### src/rtl/rtc_ctl_pkg.sv
package rtc_ctl_pkg;
  localparam int unsigned N_ALM = 2;
  localparam int unsigned BUSY_BIT = 2;
  localparam logic ADDR_CTRL = 1'b0;
  localparam logic ADDR_STAT = 1'b1;

  typedef struct packed {
    logic       osc_dis;
    logic       bat_sqw;
    logic       conv;
    logic [1:0] spare;
    logic       irq_mode;
    logic [N_ALM-1:0] alarm_en;
  } ctrl_t;

  localparam ctrl_t CTRL_RST = '{osc_dis: 1'b0, bat_sqw: 1'b0, conv: 1'b0,
                                 spare: 2'b00, irq_mode: 1'b1,
                                 alarm_en: '0};
endpackage

### src/rtl/rtc_ctl_regs.sv
module rtc_ctl_regs
  import rtc_ctl_pkg::*;
(
  input  logic             clk,
  input  logic             rst_n,
  input  logic             bus_wr,
  input  logic             bus_addr,
  input  logic [7:0]       bus_wdata,
  input  logic [N_ALM-1:0] alarm_hit,
  input  logic             freeze,
  output ctrl_t            ctrl_q,
  output logic [N_ALM-1:0] flag_q
);
  logic ctrl_wr, stat_wr;
  assign ctrl_wr = bus_wr && (bus_addr == ADDR_CTRL) && !freeze;
  assign stat_wr = bus_wr && (bus_addr == ADDR_STAT) && !freeze;

  // convert bit is owned by the scheduler; stored copy stays 0
  always_ff @(posedge clk or negedge rst_n) begin
    if (!rst_n) begin
      ctrl_q <= CTRL_RST;
    end else if (ctrl_wr) begin
      ctrl_q      <= ctrl_t'(bus_wdata);
      ctrl_q.conv <= 1'b0;
    end
  end

  for (genvar i = 0; i < N_ALM; i++) begin : g_flag
    always_ff @(posedge clk or negedge rst_n) begin
      if (!rst_n) begin
        flag_q[i] <= 1'b0;
      end else if (!freeze) begin
        if (alarm_hit[i])                 flag_q[i] <= 1'b1;
        else if (stat_wr && !bus_wdata[i]) flag_q[i] <= 1'b0;
      end
    end

    assert_flag_set_R4: assert property (@(posedge clk) disable iff (!rst_n)
      (alarm_hit[i] && !freeze) |=> flag_q[i]);
  end

  assert_frozen_static_R7: assert property (@(posedge clk) disable iff (!rst_n)
    freeze |=> ($stable(ctrl_q) && $stable(flag_q)));
endmodule

### src/rtl/rtc_conv_sched.sv
module rtc_conv_sched #(
  parameter int unsigned TICKS_PER_SEC = 2
) (
  input  logic clk,
  input  logic rst_n,
  input  logic set_req,
  input  logic tick_en,
  input  logic conv_req_ready,
  input  logic conv_done,
  output logic conv_req_valid,
  output logic conv_bit
);
  localparam int unsigned CW = $clog2(TICKS_PER_SEC + 1);
  localparam logic [CW-1:0] CNT_FULL = CW'(TICKS_PER_SEC);

  logic [CW-1:0] since_q;
  logic pending_q, inflight_q, may_go, accept;

  assign may_go         = (since_q == CNT_FULL);
  assign conv_req_valid = pending_q && may_go;
  assign accept         = conv_req_valid && conv_req_ready;

  always_ff @(posedge clk or negedge rst_n) begin
    if (!rst_n) begin
      since_q    <= CNT_FULL;
      pending_q  <= 1'b0;
      inflight_q <= 1'b0;
      conv_bit   <= 1'b0;
    end else begin
      if (accept) begin
        pending_q  <= 1'b0;
        inflight_q <= 1'b1;
        since_q    <= '0;
      end else if (tick_en && !may_go) begin
        since_q <= since_q + 1'b1;
      end
      if (set_req && !conv_bit) begin
        conv_bit  <= 1'b1;
        pending_q <= 1'b1;
      end
      if (inflight_q && conv_done) begin
        conv_bit   <= 1'b0;
        inflight_q <= 1'b0;
      end
    end
  end

  assert_conv_clears_on_done_R8: assert property (@(posedge clk) disable iff (!rst_n)
    $fell(conv_bit) |-> $past(conv_done));

  assert_one_per_window_R9: assert property (@(posedge clk) disable iff (!rst_n)
    accept |=> !conv_req_valid);

  assert_valid_held_R9: assert property (@(posedge clk) disable iff (!rst_n)
    (conv_req_valid && !conv_req_ready) |=> conv_req_valid);
endmodule

### src/rtl/rtc_pin_mux.sv
module rtc_pin_mux
  import rtc_ctl_pkg::*;
(
  input  logic             clk,
  input  logic             rst_n,
  input  logic             tick_en,
  input  logic             on_battery,
  input  ctrl_t            ctrl_q,
  input  logic [N_ALM-1:0] flag_q,
  output logic             pin_out,
  output logic             pin_oe
);
  logic phase_q, irq_act, sqw_sel;

  always_ff @(posedge clk or negedge rst_n) begin
    if (!rst_n)       phase_q <= 1'b0;
    else if (tick_en) phase_q <= !phase_q;
  end

  assign irq_act = |(flag_q & ctrl_q.alarm_en);
  assign sqw_sel = !ctrl_q.irq_mode;

  always_comb begin
    pin_oe  = 1'b0;
    pin_out = 1'b0;
    if (on_battery && !(ctrl_q.bat_sqw && sqw_sel)) begin
      pin_oe = 1'b0;
    end else if (sqw_sel) begin
      pin_oe  = 1'b1;
      pin_out = phase_q;
    end else begin
      pin_oe = irq_act;
    end
  end

  assert_sq_toggle_R5: assert property (@(posedge clk) disable iff (!rst_n)
    tick_en |=> (phase_q != $past(phase_q)));

  assert_batt_float_R6: assert property (@(posedge clk) disable iff (!rst_n)
    (on_battery && !ctrl_q.bat_sqw) |-> !pin_oe);

  assert_irq_active_low_R3: assert property (@(posedge clk) disable iff (!rst_n)
    (pin_oe && ctrl_q.irq_mode) |-> !pin_out);
endmodule

### src/rtl/rtc_ctl_top.sv
module rtc_ctl_top
  import rtc_ctl_pkg::*;
#(
  parameter int unsigned TICKS_PER_SEC = 2
) (
  input  logic       clk,
  input  logic       rst_n,
  input  logic       bus_wr,
  input  logic       bus_addr,
  input  logic [7:0] bus_wdata,
  output logic [7:0] bus_rdata,
  input  logic       half_sec_tick,
  input  logic [1:0] alarm_hit,
  input  logic       on_battery,
  output logic       conv_req_valid,
  input  logic       conv_req_ready,
  input  logic       conv_done,
  output logic       osc_stop,
  output logic       pin_out,
  output logic       pin_oe
);
  ctrl_t            ctrl_q, ctrl_rd;
  logic [N_ALM-1:0] flag_q;
  logic             freeze, tick_en, set_req, conv_bit;
  logic [7:0]       stat_rd;

  assign freeze   = ctrl_q.osc_dis && on_battery;
  assign osc_stop = freeze;
  assign tick_en  = half_sec_tick && !freeze;
  assign set_req  = bus_wr && (bus_addr == ADDR_CTRL) && bus_wdata[5] && !freeze;

  rtc_ctl_regs u_regs (
    .clk(clk), .rst_n(rst_n), .bus_wr(bus_wr), .bus_addr(bus_addr),
    .bus_wdata(bus_wdata), .alarm_hit(alarm_hit), .freeze(freeze),
    .ctrl_q(ctrl_q), .flag_q(flag_q)
  );

  rtc_conv_sched #(.TICKS_PER_SEC(TICKS_PER_SEC)) u_conv (
    .clk(clk), .rst_n(rst_n), .set_req(set_req), .tick_en(tick_en),
    .conv_req_ready(conv_req_ready), .conv_done(conv_done),
    .conv_req_valid(conv_req_valid), .conv_bit(conv_bit)
  );

  rtc_pin_mux u_pin (
    .clk(clk), .rst_n(rst_n), .tick_en(tick_en), .on_battery(on_battery),
    .ctrl_q(ctrl_q), .flag_q(flag_q), .pin_out(pin_out), .pin_oe(pin_oe)
  );

  always_comb begin
    ctrl_rd      = ctrl_q;
    ctrl_rd.conv = conv_bit;
    stat_rd      = '0;
    stat_rd[N_ALM-1:0] = flag_q;
    stat_rd[BUSY_BIT]  = conv_bit;
    bus_rdata = (bus_addr == ADDR_CTRL) ? 8'(ctrl_rd) : stat_rd;
  end

  assert_osc_runs_on_main_R7: assert property (@(posedge clk) disable iff (!rst_n)
    !on_battery |-> !osc_stop);
endmodule

### config.mk
export PLATFORM = sky130hd
export DESIGN_NAME = rtc_ctl_top
export DESIGN_NICKNAME = d
export VERILOG_FILES = /design/src/rtl/rtc_ctl_pkg.sv /design/src/rtl/rtc_ctl_regs.sv /design/src/rtl/rtc_conv_sched.sv /design/src/rtl/rtc_pin_mux.sv /design/src/rtl/rtc_ctl_top.sv
export SDC_FILE = /design/constraint.sdc
export NUM_CORES = 1
export LEC_CHECK = 0
export CAP_MARGIN = 20
export CELL_PAD_IN_SITES_DETAIL_PLACEMENT = 0
export CELL_PAD_IN_SITES_GLOBAL_PLACEMENT = 1
export CORE_MARGIN = 2
export CORE_UTILIZATION = 32
export CTS_CLUSTER_SIZE = 28
export DETAILED_ROUTE_END_ITERATION = 6
export GPL_TIMING_DRIVEN = 0
export PLACE_DENSITY = 0.77
export SYNTH_ARGS = -nofsm -noshare
export SYNTH_HDL_FRONTEND = slang
export SYNTH_SLANG_ARGS = --single-unit
### constraint.sdc
create_clock -name clk -period 1.4 [get_ports clk]
set_clock_uncertainty 0.05 [all_clocks]
set_input_delay 0.28 -clock clk [delete_from_list [all_inputs] [get_ports clk]]
set_output_delay 0.28 -clock clk [all_outputs]
set_load 0.005 [all_outputs]
==> impl_metrics.json <==
{
  "die_h_um": 53.6,
  "worst_pin_slew_ns": 0.684,
  "placed_cell_area_sq_um": 1110,
  "violations": "setup timing",
  "n_antenna_cell": 0,
  "final_area_sq_um": 1280,
  "htreeDepth": 1,
  "hold_viol_final": 0,
  "cp_slowest_stage_delay_ns": 0.55,
  "slew_headroom_pct": 54.2,
  "post-route-period-util_pct": 113,
  "cts_tree": "yes",
  "post_drt_via_cell_ratio": 4.74,
  "crit_slowest_cell": "dfstp_2",
  "cp_max_fo": 2,
  "netlist_instances": 68,
  "critPathArrivalTime_ns": 1.25,
  "max-cap-violations": 0,
  "post_drt_wl_per_cell_um": 14.1,
  "crit_chain": "inv_2 -> a221oi_2 -> o22ai_1 -> buf_2",
  "first_pass_iters": 2,
  "setup_viol": 11,
  "rsz0062_at_grt": "true",
  "layout.nets": 137,
  "synthesis.area_sq_um": 786,
  "fmax_ghz": 0.633,
  "fin_ws_ns": -0.180,
  "synthFlopType": "dfrtp_1",
  "synth_commonest_cells": "13 x dfrtp_1, 7 x inv_1, 7 x mux2_4",
  "synth-edff-count": 0,
  "clock-sinks": 15,
  "grt_pass1_wl_mm": 3.27,
  "yosysMostFrequentCell": "dfrtp_1",
  "syn2layout_area_growth_pct": 62.7,
  "post-place-cells": 125,
  "io_pins": 30,
  "core-area_sq_um": 2280,
  "numCtsBuffers": 3,
  "first_iter_violations": 6,
  "syn_avg_cell_area_sq_um": 11.6,
  "period_minus_slack_ns": 1.58,
  "end_kind": "primary output",
  "grt_max_degree": 16,
  "start_util_pct": 34.5,
  "drc_errors": 0,
  "antenna_found_initial": 0,
  "syn_nets": 87,
  "final_layout_size_suffix_gt1_share_pct": 48.7,
  "gr-total-overflow": 0,
  "synthTopCellsByArea": "dfrtp_1 41%, mux2_4 13%, dfstp_2 6.7%",
  "p_per_area_nw_per_um2": 1310,
  "synth.ff_latch_count": 15,
  "p_leak_uw": 0.000593,
  "synth_seq_area_share_pct": 48.1,
  "clk_path_buf_depth": 2,
  "async_flop_share_pct": 100,
  "cts_root_buf": "clkbuf_4",
  "vdd_ir_drop_max_mv": 0.735,
  "critical_path_required_ns": 1.07,
  "power_uw": 1680,
  "dieWidth_um": 53.6,
  "slew_viol_final": 0,
  "dieArea_sq_um": 2870,
  "setup.worst_path.class": "register to primary output",
  "grt_pass1_vias": 730,
  "port_buffers": 29,
  "drtAntennaViolNets": 0,
  "gp_congestion": 0.703,
  "nFillCells": 202,
  "netlist-cell-type-count": 27,
  "yosysTopAreaCell": "dfrtp_1",
  "yosysTopAreaCellShare_pct": 41.4,
  "dp_hpwl_mm": 1.36,
  "ys.warnings.count": 0,
  "final_cells": 145,
  "insertion_delay_ns": 0.28,
  "wirelength_mm": 2.04,
  "num_vias": 687,
  "crit_path_start_kind": "register",
  "track_usage_pct": 16.0,
  "rows": 17,
  "hold_path.class": "input port to asynchronous set/reset pin",
  "holdBufCountCts": 0,
  "path_clk_slew_ns": 0.09,
  "rrSetupSlack_ns": -0.03,
  "status": "complete, but fails checks"
}
[repair_timing]
action                                  CTS  global route
pin swaps                                 4             2
cloned                                    1             0
setup buffers                            12             3
endpoints found under the hold margin     0             0
endpoints found under the setup margin   22            18
resized for setup                        56            13
[power breakdown]
group,total (uW),internal (uW),switching [uW]
combinational,768,479,289
clock,242,110,131
sequential,666,573,93.6
[worst max-delay path, delay by kind of cell (launching register included)]
family,cells,cell delay [ns]
flip-flops,1,0.55
buffers and inverters,2,0.17
AO/OA/AOI/OAI,2,0.25
[metrics by stage]
stage / util, % / setup slack [ns] / setup TNS, ns / hold slack [ns]
2_1_floorplan: - / 0.131 / 0 / -0.0656
3_3_place_gp: 48.8 / -0.933 / -11.68 / 0.413
3_5_place_dp: 48.8 / -0.942 / -11.74 / 0.423
4_1_cts: 55.4 / -0.182 / -0.772 / 0.375
5_1_grt: 56.2 / -0.283 / -1.34 / 0.397
6_report: 56.2 / -0.180 / -0.627 / 0.359
[kinds of logic (layout without fill, tap and decap cells)]
| logic type | after synthesis | in the layout | synth area share [%] |
|---|---|---|---|
| simple gates | 16 | 16 | 10.5 |
| buf+inv | 9 | 58 | 5.25 |
| fa+ha+maj | 1 | 1 | 1.59 |
| mux | 11 | 11 | 18.8 |
| xor+xnor | 2 | 2 | 2.23 |
| compound gates | 14 | 14 | 13.5 |
| flops | 15 | 15 | 48.1 |
[layout by cell type, fill, tap and decap left out, types with 4 or more instances in the layout]
cell type	Yosys	routed
dfrtp_1	13	13
clkdlybuf4s50_1	0	15
nand3_1	4	4
buf_2	0	6
mux2_4	7	8
inv_1	7	4
buf_4	0	11
buf_6	1	7
clkbuf_2	0	4
[final timing paths]
| check | from | end | depth (start not counted) |
|---|---|---|---|
| setup / recovery | u_regs.ctrl_q[2]$_DFFE_PN1P_ | pin_oe | 4 |
| hold / removal | rst_n | u_conv.since_q[0]$_DFFE_PN0P_ | 1 |
| setup reg to reg | u_regs.ctrl_q[7]$_DFFE_PN0P_ | u_regs.ctrl_q[3]$_DFFE_PN0P_ | 5 |
| hold reg to reg | u_conv.inflight_q$_DFFE_PN0P_ | u_conv.inflight_q$_DFFE_PN0P_ | 1 |
| max in group asynchronous | rst_n | u_regs.ctrl_q[3]$_DFFE_PN0P_ | 1 |
| min in group clk | u_conv.inflight_q$_DFFE_PN0P_ | u_conv.inflight_q$_DFFE_PN0P_ | 1 |
[state kept, by name, indices dropped and copies added (netlist names)]
| name | count |
|---|---|
| u_conv.inflight_q | 1 |
| u_regs.ctrl_q | 7 |
| u_regs.flag_q | 2 |
| u_conv.conv_bit | 1 |
| u_conv.pending_q | 1 |
| u_pin.phase_q | 1 |
| u_conv.since_q | 2 |
[area by class of cell]
class / count / area, sq um / share of cell area [%]
Buffer: 2 / 25.0 / 1.96
Multi-Input combinational cell: 44 / 399 / 31.2
Tap cell: 28 / 35.0 / 2.74
Clock buffer: 4 / 26.3 / 2.05
Timing Repair Buffer: 45 / 389 / 30.4
Sequential cell: 15 / 378 / 29.5
Inverter: 7 / 26.3 / 2.05
[metal layers]
metal,GRT usage [%],up-vias,wire [um]
met5,0,-,0
met3,3.61,2,100
li1,-,338,-
met1,19.1,330,847
met2,28.8,17,1080
met4,3.85,0,14
Power figures use the tool's default switching activity.
